$ cat src/rtl/tcs_pkg.sv
// Shared definitions for the egress traffic-class scheduler.
// Assumes nothing beyond IEEE 1800-2017 packages.
package tcs_pkg;
    // Decision taken by the scheduler in one cycle
    typedef enum logic [1:0] {
        ACT_IDLE    = 2'd0,
        ACT_STRICT  = 2'd1,
        ACT_SEND    = 2'd2,
        ACT_ADVANCE = 2'd3
    } sched_act_e;
endpackage

$ cat src/rtl/tcs_prio_map.sv
// Two-level priority classifier.
// The first level maps the VLAN index or the DSCP value to a switch
// priority; the second level maps that priority to a traffic class.
// The output is registered, so a result follows its input by one clock.
// Assumes 2**(PCP_W+1) == NUM_SWPRI, so that a CFI-widened index covers
// the whole VLAN table.
module tcs_prio_map #(
    parameter int unsigned PCP_W     = 3,
    parameter int unsigned DSCP_W    = 6,
    parameter int unsigned NUM_SWPRI = 16,
    parameter int unsigned TC_W      = 3,
    localparam int unsigned SP_W     = $clog2(NUM_SWPRI),
    localparam int unsigned VLAN_N   = 2 ** (PCP_W + 1),
    localparam int unsigned DSCP_N   = 2 ** DSCP_W
) (
    input  logic                        clk,
    input  logic                        rst_n,
    input  logic                        in_valid,
    input  logic [PCP_W-1:0]            in_pcp,
    input  logic                        in_cfi,
    input  logic [DSCP_W-1:0]           in_dscp,
    input  logic                        cfg_use_dscp,
    input  logic                        cfg_cfi_ext,
    input  logic [VLAN_N*SP_W-1:0]      cfg_vlan_map,
    input  logic [DSCP_N*SP_W-1:0]      cfg_dscp_map,
    input  logic [NUM_SWPRI*TC_W-1:0]   cfg_tc_map,
    output logic                        out_valid,
    output logic [SP_W-1:0]             out_swpri,
    output logic [TC_W-1:0]             out_tc
);
    logic [PCP_W:0]   vlan_idx;
    logic [SP_W-1:0]  swpri_c;
    logic [TC_W-1:0]  tc_c;

    // Look up the switch priority from the selected source, then the class
    always_comb begin
        vlan_idx = cfg_cfi_ext ? {in_pcp, in_cfi} : {1'b0, in_pcp};
        if (cfg_use_dscp)
            swpri_c = cfg_dscp_map[int'(in_dscp) * SP_W +: SP_W];
        else
            swpri_c = cfg_vlan_map[int'(vlan_idx) * SP_W +: SP_W];
        tc_c = cfg_tc_map[int'(swpri_c) * TC_W +: TC_W];
    end

    // Register the classification result
    always_ff @(posedge clk) begin
        if (!rst_n) begin
            out_valid <= 1'b0;
            out_swpri <= '0;
            out_tc    <= '0;
        end else begin
            out_valid <= in_valid;
            out_swpri <= swpri_c;
            out_tc    <= tc_c;
        end
    end

    AST_CLS_QUIET: assert property (@(posedge clk) disable iff (!rst_n) !$past(in_valid) |-> !out_valid) else $error("classifier result without input");
endmodule

$ cat src/rtl/tcs_dwrr_engine.sv
// Grant engine: strict classes first (highest number wins); the remaining
// classes are served by deficit-weighted round robin in descending order.
// A decision is taken in any cycle with port_ready high and no grant out.
// Each decision either grants (output registered, one clock later) or
// advances the round-robin turn, adding the new class's quantum.
// Assumes NUM_TC is a power of two and every quantum is non-zero.
module tcs_dwrr_engine
    import tcs_pkg::*;
#(
    parameter int unsigned NUM_TC = 8,
    parameter int unsigned LEN_W  = 12,
    parameter int unsigned QNT_W  = 12,
    localparam int unsigned TC_W  = $clog2(NUM_TC),
    localparam int unsigned DEF_W = ((LEN_W > QNT_W) ? LEN_W : QNT_W) + 1
) (
    input  logic                      clk,
    input  logic                      rst_n,
    input  logic                      port_ready,
    input  logic [NUM_TC-1:0]         q_nonempty,
    input  logic [NUM_TC*LEN_W-1:0]   q_head_len,
    input  logic [NUM_TC-1:0]         cfg_strict,
    input  logic [NUM_TC*QNT_W-1:0]   cfg_quantum,
    output logic                      grant_valid,
    output logic [TC_W-1:0]           grant_tc
);
    logic [DEF_W-1:0]  deficit_q [NUM_TC];
    logic [TC_W-1:0]   cur_q;
    logic              turn_on_q;

    logic [NUM_TC-1:0] strict_elig;
    logic [NUM_TC-1:0] drr_elig;
    logic [TC_W-1:0]   top_strict;
    logic [TC_W-1:0]   next_tc;
    logic [TC_W-1:0]   cand;
    logic              found;
    logic [DEF_W-1:0]  def_cur;
    logic [DEF_W-1:0]  len_cur;
    logic              decide;
    sched_act_e        act;

    // Find the top strict class and the next round-robin class below cur_q
    always_comb begin
        strict_elig = q_nonempty & cfg_strict;
        drr_elig    = q_nonempty & ~cfg_strict;
        top_strict  = '0;
        for (int i = 0; i < NUM_TC; i++)
            if (strict_elig[i]) top_strict = TC_W'(i);
        next_tc = cur_q;
        found   = 1'b0;
        cand    = '0;
        for (int k = 1; k <= NUM_TC; k++) begin
            cand = TC_W'(int'(cur_q) - k);
            if (!found && drr_elig[cand]) begin
                next_tc = cand;
                found   = 1'b1;
            end
        end
    end

    // Choose this cycle's action
    always_comb begin
        def_cur = deficit_q[cur_q];
        len_cur = {{(DEF_W-LEN_W){1'b0}}, q_head_len[int'(cur_q) * LEN_W +: LEN_W]};
        decide  = port_ready && !grant_valid;
        if (!decide)
            act = ACT_IDLE;
        else if (strict_elig != '0)
            act = ACT_STRICT;
        else if (drr_elig == '0)
            act = ACT_IDLE;
        else if (turn_on_q && drr_elig[cur_q] && (def_cur >= len_cur))
            act = ACT_SEND;
        else
            act = ACT_ADVANCE;
    end

    // Per-class deficit counters
    for (genvar c = 0; c < NUM_TC; c++) begin : g_def
        // Clear when empty or strict, subtract on send, add quantum on turn
        always_ff @(posedge clk) begin
            if (!rst_n)
                deficit_q[c] <= '0;
            else if (!q_nonempty[c] || cfg_strict[c])
                deficit_q[c] <= '0;
            else if (act == ACT_SEND && int'(cur_q) == c)
                deficit_q[c] <= deficit_q[c] - len_cur;
            else if (act == ACT_ADVANCE && int'(next_tc) == c)
                deficit_q[c] <= deficit_q[c] + DEF_W'(cfg_quantum[c*QNT_W +: QNT_W]);
        end

        AST_DEF_CLEAR: assert property (@(posedge clk) disable iff (!rst_n) ($past(q_nonempty[c]) == 1'b0) |-> (deficit_q[c] == '0)) else $error("deficit kept on empty class");
    end

    // Round-robin turn pointer
    always_ff @(posedge clk) begin
        if (!rst_n) begin
            cur_q     <= '0;
            turn_on_q <= 1'b0;
        end else if (act == ACT_ADVANCE) begin
            cur_q     <= next_tc;
            turn_on_q <= 1'b1;
        end
    end

    // Registered grant pulse
    always_ff @(posedge clk) begin
        if (!rst_n) begin
            grant_valid <= 1'b0;
            grant_tc    <= '0;
        end else begin
            grant_valid <= (act == ACT_STRICT) || (act == ACT_SEND);
            grant_tc    <= (act == ACT_STRICT) ? top_strict : cur_q;
        end
    end

    AST_GRANT_BOUNDARY: assert property (@(posedge clk) disable iff (!rst_n) grant_valid |-> ($past(port_ready) && !$past(grant_valid))) else $error("grant outside frame boundary");
    AST_GRANT_NONEMPTY: assert property (@(posedge clk) disable iff (!rst_n) grant_valid |-> ((($past(q_nonempty) >> grant_tc) & NUM_TC'(1)) != '0)) else $error("grant to empty class");
    AST_STRICT_FIRST: assert property (@(posedge clk) disable iff (!rst_n) (grant_valid && ($past(q_nonempty & cfg_strict) != '0)) |-> ((($past(cfg_strict) >> grant_tc) & NUM_TC'(1)) != '0)) else $error("round-robin class beat strict class");
    AST_DRR_FUNDED: assert property (@(posedge clk) disable iff (!rst_n) (grant_valid && ($past(strict_elig) == '0)) |-> ($past(def_cur) >= $past(len_cur))) else $error("round-robin grant without deficit");
    AST_IDLE_EMPTY: assert property (@(posedge clk) disable iff (!rst_n) ($past(q_nonempty) == '0) |-> !grant_valid) else $error("grant with all queues empty");
endmodule

$ cat src/rtl/egress_tc_sched.sv
// Egress traffic-class scheduler top: a two-level priority classifier and
// a strict / deficit-weighted round-robin grant engine for one port.
// The two parts share clock and reset only; the classifier feeds the
// queueing logic outside this block, which in turn feeds the engine.
module egress_tc_sched #(
    parameter int unsigned NUM_TC    = 8,
    parameter int unsigned NUM_SWPRI = 16,
    parameter int unsigned PCP_W     = 3,
    parameter int unsigned DSCP_W    = 6,
    parameter int unsigned LEN_W     = 12,
    parameter int unsigned QNT_W     = 12,
    localparam int unsigned TC_W     = $clog2(NUM_TC),
    localparam int unsigned SP_W     = $clog2(NUM_SWPRI),
    localparam int unsigned VLAN_N   = 2 ** (PCP_W + 1),
    localparam int unsigned DSCP_N   = 2 ** DSCP_W
) (
    input  logic                        clk,
    input  logic                        rst_n,
    input  logic                        cls_valid_i,
    input  logic [PCP_W-1:0]            cls_pcp_i,
    input  logic                        cls_cfi_i,
    input  logic [DSCP_W-1:0]           cls_dscp_i,
    input  logic                        cfg_use_dscp_i,
    input  logic                        cfg_cfi_ext_i,
    input  logic [VLAN_N*SP_W-1:0]      cfg_vlan_map_i,
    input  logic [DSCP_N*SP_W-1:0]      cfg_dscp_map_i,
    input  logic [NUM_SWPRI*TC_W-1:0]   cfg_tc_map_i,
    output logic                        cls_valid_o,
    output logic [SP_W-1:0]             cls_swpri_o,
    output logic [TC_W-1:0]             cls_tc_o,
    input  logic                        port_ready_i,
    input  logic [NUM_TC-1:0]           q_nonempty_i,
    input  logic [NUM_TC*LEN_W-1:0]     q_head_len_i,
    input  logic [NUM_TC-1:0]           cfg_strict_i,
    input  logic [NUM_TC*QNT_W-1:0]     cfg_quantum_i,
    output logic                        grant_valid_o,
    output logic [TC_W-1:0]             grant_tc_o
);
    tcs_prio_map #(
        .PCP_W     (PCP_W),
        .DSCP_W    (DSCP_W),
        .NUM_SWPRI (NUM_SWPRI),
        .TC_W      (TC_W)
    ) u_map (
        .clk          (clk),
        .rst_n        (rst_n),
        .in_valid     (cls_valid_i),
        .in_pcp       (cls_pcp_i),
        .in_cfi       (cls_cfi_i),
        .in_dscp      (cls_dscp_i),
        .cfg_use_dscp (cfg_use_dscp_i),
        .cfg_cfi_ext  (cfg_cfi_ext_i),
        .cfg_vlan_map (cfg_vlan_map_i),
        .cfg_dscp_map (cfg_dscp_map_i),
        .cfg_tc_map   (cfg_tc_map_i),
        .out_valid    (cls_valid_o),
        .out_swpri    (cls_swpri_o),
        .out_tc       (cls_tc_o)
    );

    tcs_dwrr_engine #(
        .NUM_TC (NUM_TC),
        .LEN_W  (LEN_W),
        .QNT_W  (QNT_W)
    ) u_eng (
        .clk         (clk),
        .rst_n       (rst_n),
        .port_ready  (port_ready_i),
        .q_nonempty  (q_nonempty_i),
        .q_head_len  (q_head_len_i),
        .cfg_strict  (cfg_strict_i),
        .cfg_quantum (cfg_quantum_i),
        .grant_valid (grant_valid_o),
        .grant_tc    (grant_tc_o)
    );

    AST_RESET_QUIET: assert property (@(posedge clk) $past(!rst_n) |-> (!grant_valid_o && !cls_valid_o)) else $error("outputs active after reset");
endmodule

$ cat config.mk
export PLATFORM = sky130hd
export DESIGN_NAME = egress_tc_sched
export DESIGN_NICKNAME = d
export VERILOG_FILES = /design/src/rtl/tcs_pkg.sv /design/src/rtl/tcs_prio_map.sv /design/src/rtl/tcs_dwrr_engine.sv /design/src/rtl/egress_tc_sched.sv
export SDC_FILE = /design/constraint.sdc
export NUM_CORES = 1
export LEC_CHECK = 0
export CELL_PAD_IN_SITES_DETAIL_PLACEMENT = 1
export CELL_PAD_IN_SITES_GLOBAL_PLACEMENT = 2
export CORE_MARGIN = 5
export CORE_UTILIZATION = 29
export CTS_CLUSTER_DIAMETER = 200
export DETAILED_ROUTE_END_ITERATION = 12
export PLACE_DENSITY = 0.83
export SYNTH_ARGS = -nofsm -noshare
export SYNTH_HDL_FRONTEND = slang
export SYNTH_SLANG_ARGS = --single-unit
$ cat constraint.sdc
create_clock -name clk -period 8.93 [get_ports clk]
set_input_delay 0.893 -clock clk [delete_from_list [all_inputs] [get_ports clk]]
set_output_delay 0.893 -clock clk [all_outputs]
set_load 0.005 [all_outputs]
# Yosys cells after proc, flatten, opt, wreduce, memory -nomap -nowiden
# Memories as Yosys holds them, arrays and structs flattened. A register that Yosys moved wholly into a read port is not among the register bits.
# Index checks and enable logic that the tools add are counted.
# Widths: inputs -> output; s select.
[classes]
addsub = 24
mul = 2
order_cmp = 10
n_eq_ne = 17
shifts = 4
n_mux = 170
n_bitwise = 27
reduce_logical = 55
[op_table]
columns = ["op", "count"]
rows = [
  ["$mux 13", 24],
  ["$shiftx 256x9->4", 1],
  ["$mux 1", 115],
  ["$add 13x12->13", 8],
  ["$sub 13x12->13", 8],
  ["$shiftx 96x8->12", 1],
  ["$shiftx 64x7->4", 1],
  ["$mux 3", 17],
  ["$shiftx 48x7->3", 1],
  ["$lt 3x4->1 const B", 9],
  ["$bmux 1 s3", 9],
  ["$logic_and 1x1->1", 26],
  ["$eq 3x3->1 const B", 8],
  ["$or 1x1->1", 24],
  ["$and 8x8->8", 2],
  ["$logic_not 1->1", 16],
  ["$ge 13x12->1", 1],
  ["$eq 3x2->1 const B", 4],
  ["$sub 3x3->3 const B", 4],
  ["$logic_or 1x1->1", 9],
  ["$logic_not 8->1", 1],
  ["$mux 4", 2],
  ["$not 8->8", 1],
  ["$reduce_bool 8->1", 1],
  ["other kinds (9)", 16],
]
[totals]
register_bits = 16
ramBits = 104
inputBits = 592
output_inout_bits = 12
wordCells = 317
memories = 1
[mem_list]
columns = ["name", "words", "width", "rd", "rd_ports_with_merged_regs", "wr", "line", "source"]
rows = [
  ["u_eng.deficit_q", 8, 13, 9, 1, 8, "tcs_dwrr_engine.sv:26", "logic [DEF_W-1:0] deficit_q [NUM_TC];"],
]

# Depth between registers and ports, before layout
# Gate-level depths: netlist of the first run.
[logic_depth]
word_depth = 34
mapped_depth = 25
ltp_nobuf = 21

# Modules after synthesis
# From an unflattened synthesis of the first run, not the netlist that was laid out.
[hier_totals]
cells_unflattened = 1973
hier_area_um2 = 19093.3
[modules_own_cells]
columns = ["mod", "n_inst", "cells_each", "area_per_inst_um2", "seq_area_each_um2"]
rows = [
  ["tcs_dwrr_engine", 1, 1642, 15353.5, 3343.2],
  ["tcs_prio_map", 1, 331, 3739.8, 160.2],
]

# Least setup slack after synthesis of the first run
# No wires, ideal clock.
[synth_timing]
path_kind = "reg-to-reg"
start = "reg u_eng.cur_q[0]"
end = "mem u_eng.deficit_q[0][0] (netlist bit) (enable)"
setup_ps = 431
t_arrival_ps = 7159
required_ps = 8499
slack_ps = 1341
stages_incl_launch_ff = 21
n_path_buf = 4
synth_period_minus_slack_ps = 7589
cell_sequence = "dfxtp_1 -> buf_6 -> buf_8 -> buf_2 -> buf_1 -> mux4_2 -> mux2i_1 -> ha_1 -> a21o_1 -> a21o_1 -> a21o_1 -> a21o_1 -> a21o_1 -> a21o_1 -> a21oi_1 -> nor2_1 -> o41ai_1 -> ha_1 -> nand2_1 -> a21o_1 -> o311ai_0"
[synth_rtl]
columns = ["element", "line", "source"]
rows = [
  ["start: declaration", "tcs_dwrr_engine.sv:27", "logic [TC_W-1:0] cur_q;"],
  ["start signal: assignment", "tcs_dwrr_engine.sv:100", "cur_q <= next_tc;"],
  ["end: declaration", "tcs_dwrr_engine.sv:26", ""],
]

==> metrics.cfg, run 1 <==
[placed_design]
dp_slack_ns=2.15
dpl_cell_area_um2=25500
numPortBuffers=603
gp_congestion=0.940
dp_hpwl_um=76800

[timing]
fin_setup_tns_ns=0
hold_viol_final=0
finClkSkew_ns=0.0148
final-setup-viol-count=0
maxSlewHeadroom_pct=12.0
period_needed_ns=6.64
grt_setup_unrepaired=no
fmax_ghz=0.151
timing.final.crit_share_pct=74.3
maxSlewViolCount=0
timing.final.ws_setup_ns=2.29
worst_slew_pin_slew_ns=1.32

[routing]
route.detailed.drc=0
postRouteAntennaNets=0
drt-initial-drc-count=1154
wl_per_cell_um=26.9
routed_wl_um=89700
viasPerCell=5.53
dr.pass1.iters=5
vias=18400

[worst_hold_path]
hold_path_class=reg -> reg
min_from=u_eng.turn_on_q

[global_route]
grt_pass1_wl_um=127000
antenna_found_initial=21
grt_pass1_vias=19700
grt_max_degree=57
grt_overflow=0
grt.total_usage_pct=25.0

[critical_path]
critical_path_class=reg -> reg
worst-endpoint-arrival_ns=6.70
path_max_fanout=23
endpoint_kind=register
r2r-start=u_eng.cur_q[0]
cp_data_required_time_ns=8.99
crit_start=u_eng.cur_q[0]
startpoint_type=register

[final_layout]
design_area_um2=26100
syn2layout_area_growth_pct=41.4
nFillCells=7201
fin_nets=3286
layout-drive-gt1-share_pct=11.0

[synthesis]
ys_seq_area_share_pct=19.0
synth.ff_latch_count=123
synth_edf_count=104
mappedNetlistNets=2698
synth_area_um2=18400
async_reset_ff_share_pct=0
synth.distinct_cells=88
synthCells=1875
ys_warn_count=0
synth_top_flop_cell=edfxtp_1
syn-mean-instance-area_um2=9.83

[pwr]
p_int_uw=1640
clkPwrFrac_pct=26.2
swShare_pct=34.5
peakVddDrop_uv=151
power_frac_seq_pct=27.7
power.density_nw_per_um2=96.3
power_switching_uw=866
power_frac_comb_pct=46.1
leakagePower_uw=0.0105

[floorplan]
dieArea_um2=68700
initial_utilization_pct=29.2
pin_count=604
die_y_um=262
rows=92
core-area_um2=63100
die_x_um=262

[run]
drv_cap=0

[clock_network]
cts_resized=0
clk_latency_ns=0.46
cts_sinks=123
clk_pin_slew_worst_paths_ns=0.06
htreeDepth=4
root_buffer=clkbuf_16
cts_buffers=17
cts_buffer_depth=2
post_cts_buffers=0
holdBufCountCts=0
cts_tree=built

[outcome]
outcome=finished, final reports clean

worst max-delay path, cell delays in order (launching register included):
cell	delay (ns)
dfxtp_2	0.79
buf_4	0.51
mux4_2	0.59
mux2i_2	0.15
buf_4	0.32
ha_1	0.29
a21o_1	0.15
a21o_1	0.17
a21o_1	0.17
a21o_1	0.17
a21o_1	0.17
a21o_1	0.17
a21oi_1	0.15
nor2_1	0.08
o41ai_1	0.42
ha_1	0.42
nand2_1	0.11
a21o_1	0.28
o311ai_2	1.12
power groups by stage:
stage / Sequential [uW] / Clock [uW] / Combinational (uW)
2_1_floorplan: 685 / 0 / 624
4_1_cts: 694 / 669 / 1160
6_report: 694 / 658 / 1160
5_1_grt: 697 / 692 / 1240
3_3_place_gp: 705 / 0 / 1120
3_5_place_dp: 706 / 0 / 1150
cells in the final DEF (no fill, tap or decap), types with 10 or more instances in the layout:
cell type / count
a21oi_1: 114
o22ai_2: 15
nand2_1: 114
mux4_2: 137
mux2i_2: 10
ha_1: 215
o22ai_1: 33
o32ai_1: 13
o41ai_1: 18
a211oi_1: 17
nor2b_1: 37
o21ai_0: 89
xor2_1: 60
diode_2: 12
o21a_1: 14
a21o_1: 41
and3_1: 15
buf_4: 33
mux2_2: 19
dfxtp_1: 18
a21boi_0: 17
a22o_1: 10
clkdlybuf4s50_1: 601
nand2b_1: 31
clkbuf_16: 17
fa_1: 16
mux2i_1: 82
inv_1: 121
xnor2_1: 84
nor3_1: 23
nand3_1: 43
o21bai_1: 32
nor2_1: 114
edfxtp_1: 104
logic make-up after synthesis:
group	count (synthesis)	share of synthesized area (%)
fa+ha+maj	231	16.3
flops	123	19.0
compound gates	504	18.9
simple gates	433	11.6
xor+xnor	144	6.84
mux	249	23.0
buf+inv	191	4.27
synth_stat cells (all sizes together) (44+ instances only):
master | n | area [um^2]
xor2 | 60 | 526
ha | 215 | 2690
inv | 124 | 465
o21ai | 90 | 450
o22ai | 48 | 394
edfxtp | 104 | 3120
nor2 | 115 | 432
xnor2 | 84 | 736
nand2 | 114 | 428
mux4 | 137 | 3090
nand3 | 44 | 233
mux2i | 93 | 947
a21oi | 114 | 571
stage by stage:
step	power, uW	util [%]	instances	hold slack [ns]
2_1_floorplan	1310	-	1875	0.435
3_3_place_gp	1830	40.5	3290	0.464
3_5_place_dp	1860	40.5	3290	0.485
4_1_cts	2530	41.3	3322	0.496
5_1_grt	2630	41.3	3330	0.539
6_report	2510	41.3	3334	0.504
worst paths after layout:
check,slack (ns),to,cells after the start
max reg2reg,2.29,u_eng.deficit_q[1][9],18
min,0.50,u_eng.turn_on_q,2
min reg2reg,0.50,u_eng.turn_on_q,2
max,2.29,u_eng.deficit_q[1][9],18
registers in the layout, summed over array words and instances (netlist names), named ones only:
signal	cells
u_eng.grant_tc	3
u_eng.grant_valid	1
u_map.out_tc	3
u_map.out_swpri	4
u_map.out_valid	1
u_eng.turn_on_q	1
u_eng.deficit_q	104
u_eng.cur_q	3
final cells by class:
cell class	count	area, um^2	area share, %
Multi-Input combinational cell	1561	14200	54.6
Timing Repair Buffer	634	6260	24.0
Sequential cell	123	3500	13.4
Tap cell	846	1060	4.06
Inverter	126	473	1.81
Clock buffer	21	440	1.69
Clock inverter	11	78.8	0.302
Antenna cell	12	30.0	0.115
routing by layer:
| layer | vias to the layer above | wire length, um | GRT usage (%) |
|---|---|---|---|
| li1 | 8439 | - | - |
| met1 | 9195 | 33900 | 29.0 |
| met2 | 660 | 47100 | 46.4 |
| met3 | 128 | 5590 | 3.86 |
| met4 | 2 | 3140 | 9.44 |
| met5 | - | 13 | 0 |
Note: power is estimated with default switching activity, not from simulation.
==> inputs of run 2 (changes only) <==
==> constraint.sdc (replaced) <==
create_clock -name clk -period 6.13 [get_ports clk]
set_input_delay 0.613 -clock clk [delete_from_list [all_inputs] [get_ports clk]]
set_output_delay 0.613 -clock clk [all_outputs]
set_load 0.005 [all_outputs]
==> metrics.cfg, run 2 (synthesis results as in run 1) <==
[timing]
fin_setup_tns_ns=0  ; unchanged
timing.final.crit_share_pct=88.8  ; was 74.3%
final-setup-viol-count=0  ; unchanged
fmax_ghz=0.184  ; was 0.151 GHz
finClkSkew_ns=0.0114  ; was 0.0148 ns
worst_slew_pin_slew_ns=1.10  ; was 1.32 ns
grt_setup_unrepaired=no  ; unchanged
hold_viol_final=0  ; unchanged
maxSlewHeadroom_pct=25.5  ; was 12.0%
hold_slack_ns=0.532  ; was 0.504 ns
period_needed_ns=5.44  ; was 6.64 ns
maxSlewViolCount=0  ; unchanged

[clock_network]
cts_resized=0  ; unchanged
holdBufCountCts=0  ; unchanged
post_cts_buffers=0  ; unchanged
root_buffer=clkbuf_16  ; unchanged
clk_pin_slew_worst_paths_ns=0.06  ; about the same
htreeDepth=4  ; unchanged
clk_latency_ns=0.46  ; about the same
cts_buffers=17  ; unchanged
cts_sinks=123  ; unchanged
cts_tree=built  ; unchanged
cts_buffer_depth=2  ; unchanged

[global_route]
grt_pass1_vias=20100  ; was 19,700
grt_overflow=0  ; unchanged
antenna_found_initial=16  ; was 21
grt.total_usage_pct=25.8  ; was 25.0%
grt_max_degree=39  ; was 57
grt_pass1_wl_um=131000  ; was 127,000 um

[final_layout]
fin_nets=3311  ; was 3,286
layout-drive-gt1-share_pct=11.8  ; was 11.0%
design_area_um2=26300  ; was 26,100 um^2
largest_reg_flops=104  ; unchanged
syn2layout_area_growth_pct=42.7  ; was 41.4%
final_cell_mix=601 x clkdlybuf4s50_1, 215 x ha_1, 137 x mux4_2, 121 x inv_1  ; unchanged
final_common_cell=clkdlybuf4s50_1  ; unchanged
top_register=u_eng.deficit_q  ; unchanged
largestRegisters=u_eng.deficit_q (104), u_map.out_swpri (4)  ; unchanged

[floorplan]
die_y_um=262  ; unchanged
rows=92  ; unchanged
dieArea_um2=68700  ; unchanged
die_x_um=262  ; unchanged
core-area_um2=63100  ; unchanged
initial_utilization_pct=29.2  ; unchanged
pin_count=604  ; unchanged

[worst_hold_path]
min_from=u_eng.turn_on_q  ; unchanged
hold_path_class=reg -> reg  ; unchanged
holdPathEnd=u_eng.turn_on_q  ; unchanged
hold_depth=2  ; unchanged

[run]
drv_cap=0  ; unchanged

[critical_path]
cpMostUsedCell=a21o_1  ; unchanged
rr_endpoint=u_eng.deficit_q[5][6]  ; was u_eng.deficit_q[1][9]
rr_worst_depth=17  ; was 18
endpoint_kind=register  ; unchanged
cp_data_required_time_ns=6.39  ; was 8.99 ns
startpoint_type=register  ; unchanged
path_max_fanout=11  ; was 23
cp_slowest_cell=dfxtp_1  ; was o311ai_2
worst-path-buf-inv=1  ; was 2
cp_slowest_stage_delay_ns=0.60  ; was 1.12 ns
cp.depth=17  ; was 18
worst-endpoint-arrival_ns=5.70  ; was 6.70 ns
r2r_slack_ns=0.69  ; was 2.29 ns
crit_family=compound AO/OA/AOI/OAI gates  ; unchanged
critical_path_class=reg -> reg  ; unchanged
cp_cell_sequence=buf_4 > mux4_2 > mux2_2 > ha_1 > a21o_1 > a21o_1 > a21o_1 > a21o_1 > a21o_1 > a21oi_1 > nor2_1 > o41ai_1 > ha_1 > nand3_4 > or3_4 > or2_1 > o22ai_2  ; was buf_4 > mux4_2 > mux2i_2 > buf_4 > ha_1 > a21o_1 > a21o_1 > a21o_1 > a21o_1 > a21o_1 > a21o_1 > a21oi_1 > nor2_1 > o41ai_1 > ha_1 > nand2_1 > a21o_1 > o311ai_2

[pwr]
peakVddDrop_uv=225  ; was 151 uV
power.density_nw_per_um2=145  ; was 96.3 nW/um^2
leakagePower_uw=0.0107  ; was 0.0105 uW

[placed_design]
numPortBuffers=603  ; unchanged
gp_congestion=0.918  ; was 0.940
dp_hpwl_um=79600  ; was 76,800 um
dpl_cell_area_um2=25700  ; was 25,500 um^2

[routing]
viasPerCell=5.56  ; was 5.53
dr.pass1.iters=5  ; unchanged
route.detailed.drc=0  ; unchanged
routed_wl_um=92100  ; was 89,700 um
wl_per_cell_um=27.5  ; was 26.9 um
drt-initial-drc-count=1164  ; was 1,154
postRouteAntennaNets=0  ; unchanged
vias=18600  ; was 18,400

[outcome]
outcome=finished, final reports clean  ; unchanged

==> run 2: cell types whose count changed in the layout (fill, tap and decap cells not counted), moves of 2 or more <==
cell       before  now
buf_4          33   58
mux2i_2        10    3
diode_2        12    6
mux2i_1        82   88
clkinv_1        7    2
bufinv_16       1    4
clkbuf_1        4    6
==> run 2: metal layers <==
metal / up-vias / wire length [um] / GRT usage, %
li1: 8503 / - / -
met5: - / 22 / 0
met2: 667 / 48300 / 48.5
met1: 9342 / 35300 / 29.8
met4: 4 / 3490 / 9.48
met3: 129 / 4930 / 3.53
==> run 2: tightest hold or removal path, delay by kind of cell, from the launching register on <==
family | cells | cell delay [ns]
DFF | 1 | 0.36
and+or+nand+nor | 2 | 0.14
==> run 2: through the flow <==
stage	cells	util [%]	worst slack, ns	total power (uW)
CTS	3347	41.7	0.691	3830
finish	3353	41.7	0.688	3810
global route	3350	41.7	0.402	3990
detailed placement	3315	40.7	0.401	2720
floorplan	1875	-	0.0517	1910
global placement	3315	40.7	0.518	2680
==> run 2: how the worst max path moves through the flow <==
stage / end / startpoint / slack (ns)
6_report: u_eng.deficit_q[5][6] / register / 0.69
5_1_grt: u_eng.deficit_q[5][2] / register / 0.40
4_1_cts: u_eng.deficit_q[5][6] / register / 0.69
3_5_place_dp: u_eng.deficit_q[5][2] / q_head_len_i[84] / 0.40
3_3_place_gp: u_eng.deficit_q[5][10] / q_head_len_i[84] / 0.52
2_1_floorplan: u_eng.deficit_q[0][0] / u_eng.cur_q[0] / 0.05
==> run 2: layout make-up <==
class / count / area [um^2]
well taps: 846 / 1060
clock inverters: 8 / 143
repair buffers: 659 / 6450
clock buffers: 24 / 462
diodes: 6 / 15.0
flip-flops and latches: 123 / 3500
inverters: 126 / 473
fillers: 7135 / 36800
multi-input cells: 1561 / 14200
==> run 2: power breakdown <==
group / switching (uW) / internal (uW) / total, uW
clock: 409 / 688 / 1100
sequential: 57.2 / 955 / 1010
combinational: 803 / 896 / 1700
==> inputs of run 3 (changes only) <==
--- a/config.mk
+++ b/config.mk
@@ -8,10 +8,11 @@
 export CELL_PAD_IN_SITES_DETAIL_PLACEMENT = 1
 export CELL_PAD_IN_SITES_GLOBAL_PLACEMENT = 2
 export CORE_MARGIN = 5
-export CORE_UTILIZATION = 29
-export CTS_CLUSTER_DIAMETER = 200
+export CORE_UTILIZATION = 25
+export CTS_CLUSTER_DIAMETER = 150
 export DETAILED_ROUTE_END_ITERATION = 12
-export PLACE_DENSITY = 0.83
+export PLACE_DENSITY = 0.73
+export SLEW_MARGIN = 0
 export SYNTH_ARGS = -nofsm -noshare
 export SYNTH_HDL_FRONTEND = slang
 export SYNTH_SLANG_ARGS = --single-unit
==> metrics.cfg, run 3 (synthesis results as in run 1) <==
[timing]
maxSlewHeadroom_pct=39.4  ; was 25.5%
finClkSkew_ns=0.0118  ; was 0.0114 ns
worst_slew_pin_slew_ns=0.906  ; was 1.10 ns
timing.final.crit_share_pct=93.3  ; was 88.8%
fin_setup_tns_ns=0  ; unchanged
fmax_ghz=0.175  ; was 0.184 GHz
hold_viol_final=0  ; unchanged
final-setup-viol-count=0  ; unchanged
grt_setup_unrepaired=no  ; unchanged
maxSlewViolCount=0  ; unchanged
period_needed_ns=5.72  ; was 5.44 ns

[final_layout]
top_register=u_eng.deficit_q  ; unchanged
multi_input_area_um2=14200  ; about the same
fin_util_pct=36.2  ; was 41.7%
fin_nets=3312  ; was 3,311
syn2layout_area_growth_pct=43.3  ; was 42.7%
final_common_cell=clkdlybuf4s50_1  ; unchanged
nFillCells=8323  ; was 7,135
register_area_um2=3500  ; unchanged
final_cell_mix=601 x clkdlybuf4s50_1, 215 x ha_1, 137 x mux4_2, 121 x inv_1  ; unchanged
layout-drive-gt1-share_pct=11.8  ; about the same
largestRegisters=u_eng.deficit_q (104), u_map.out_swpri (4)  ; unchanged
largest_reg_flops=104  ; unchanged

[critical_path]
path_max_fanout=25  ; was 11
critical_path_class=reg -> reg  ; unchanged
worst-path-buf-inv=1  ; unchanged
cp_slowest_cell=dfxtp_1  ; unchanged
startpoint_type=register  ; unchanged
cp_slowest_stage_delay_ns=0.75  ; was 0.60 ns
crit_family=compound AO/OA/AOI/OAI gates  ; unchanged
cp_data_required_time_ns=6.41  ; was 6.39 ns
endpoint_kind=register  ; unchanged
cp_cell_sequence=buf_4 > mux4_2 > mux2i_1 > ha_1 > a21o_1 > a21o_1 > a21o_1 > a21o_1 > a21oi_1 > nor2_1 > o41a_1 > ha_1 > a311oi_1 > or4b_4 > o32ai_2  ; was buf_4 > mux4_2 > mux2_2 > ha_1 > a21o_1 > a21o_1 > a21o_1 > a21o_1 > a21o_1 > a21oi_1 > nor2_1 > o41ai_1 > ha_1 > nand3_4 > or3_4 > or2_1 > o22ai_2
cpMostUsedCell=a21o_1  ; unchanged
worst-endpoint-arrival_ns=6.00  ; was 5.70 ns

[floorplan]
core-area_um2=73100  ; was 63,100 um^2
rows=99  ; was 92
dieArea_um2=79300  ; was 68,700 um^2
die_x_um=282  ; was 262 um
die_y_um=282  ; was 262 um
pin_count=604  ; unchanged
initial_utilization_pct=25.2  ; was 29.2%

[run]
drv_cap=0  ; unchanged

[clock_network]
htreeDepth=4  ; unchanged
clk_pin_slew_worst_paths_ns=0.06  ; about the same
holdBufCountCts=0  ; unchanged
cts_resized=0  ; unchanged
clk_latency_ns=0.46  ; about the same
cts_tree=built  ; unchanged
cts_buffers=17  ; unchanged
root_buffer=clkbuf_16  ; unchanged
post_cts_buffers=0  ; unchanged
cts_buffer_depth=2  ; unchanged
cts_sinks=123  ; unchanged

[global_route]
antenna_found_initial=29  ; was 16
grt_pass1_wl_um=132000  ; was 131,000 um
grt_max_degree=45  ; was 39
grt_pass1_vias=20400  ; was 20,100
grt_overflow=0  ; unchanged
grt.total_usage_pct=22.6  ; was 25.8%

[placed_design]
gp_congestion=0.879  ; was 0.918
numPortBuffers=603  ; unchanged
dp_hpwl_um=80500  ; was 79,600 um

[pwr]
power.density_nw_per_um2=138  ; was 145 nW/um^2
leakagePower_uw=0.0107  ; about the same
power_uw=3660  ; was 3810 uW
peakVddDrop_uv=178  ; was 225 uV

[routing]
wl_per_cell_um=26.5  ; was 27.5 um
vias=18200  ; was 18,600
postRouteAntennaNets=0  ; unchanged
drt-initial-drc-count=872  ; was 1,164
dr.pass1.iters=5  ; unchanged
viasPerCell=5.24  ; was 5.56
route.detailed.drc=0  ; unchanged
routed_wl_um=92200  ; was 92,100 um

[worst_hold_path]
hold_path_class=reg -> reg  ; unchanged

[outcome]
outcome=finished, final reports clean  ; unchanged

-- run 3: cell count changes in the layout (fill, tap and decap cells not counted), sizes merged --
cell and change:
clkbuf -1, clkinv +3, bufinv -4, buf +1, clkinvlp +1, diode +13
-- run 3: cell type report --
| type | count | share of cell area (%) |
|---|---|---|
| Multi-Input combinational cell | 1561 | 53.8 |
| Timing Repair Buffer | 660 | 24.4 |
| Sequential cell | 123 | 13.3 |
| Tap cell | 959 | 4.54 |
| Clock buffer | 23 | 1.81 |
| Inverter | 126 | 1.79 |
| Antenna cell | 19 | 0.180 |
| Clock inverter | 8 | 0.175 |
-- run 3: power breakdown --
part           leakage, uW  internal (uW)  switching (uW)
clock network     0.000254            541             408
logic              0.00905            896             800
registers          0.00137            955            56.4
total               0.0107           2390            1260
-- run 3: worst reg2reg max path, delay by kind of cell, from the launching register on --
family,cells,cell delay (ns)
mux,2,0.89
compound gates,8,2.03
buf+inv,1,0.47
fa+ha+maj,2,0.64
flops,1,0.75
simple gates,2,0.77
-- run 3: per-layer routing --
| metal | global-route usage, % | share of wire, % | up-vias |
|---|---|---|---|
| met3 | 3.59 | 5.1 | 141 |
| met5 | 0 | 0.042 | - |
| li1 | - | - | 8504 |
| met2 | 42.9 | 54 | 577 |
| met1 | 23.7 | 36 | 9011 |
| met4 | 12.2 | 5.6 | 6 |
-- run 3: worst paths after layout --
path	start	to	slack, ns	cells after the start
worst max-delay path	u_eng.cur_q[1]	u_eng.deficit_q[6][4]	0.41	15
worst max register to register	u_eng.cur_q[1]	u_eng.deficit_q[6][4]	0.41	15
worst min register to register	u_eng.turn_on_q	u_eng.turn_on_q	0.48	2
worst min-delay path	u_eng.turn_on_q	u_eng.turn_on_q	0.48	2
-- run 3: metrics by stage --
step	cells	setup slack [ns]	hold slack, ns	instance area [um^2]
6_report	3479	0.409	0.485	26400
2_1_floorplan	1875	0.0517	0.435	18500
5_1_grt	3475	0.367	0.529	26400
3_5_place_dp	3429	0.479	0.461	25900
3_3_place_gp	3429	0.530	0.449	25900
4_1_cts	3460	0.554	0.476	26400
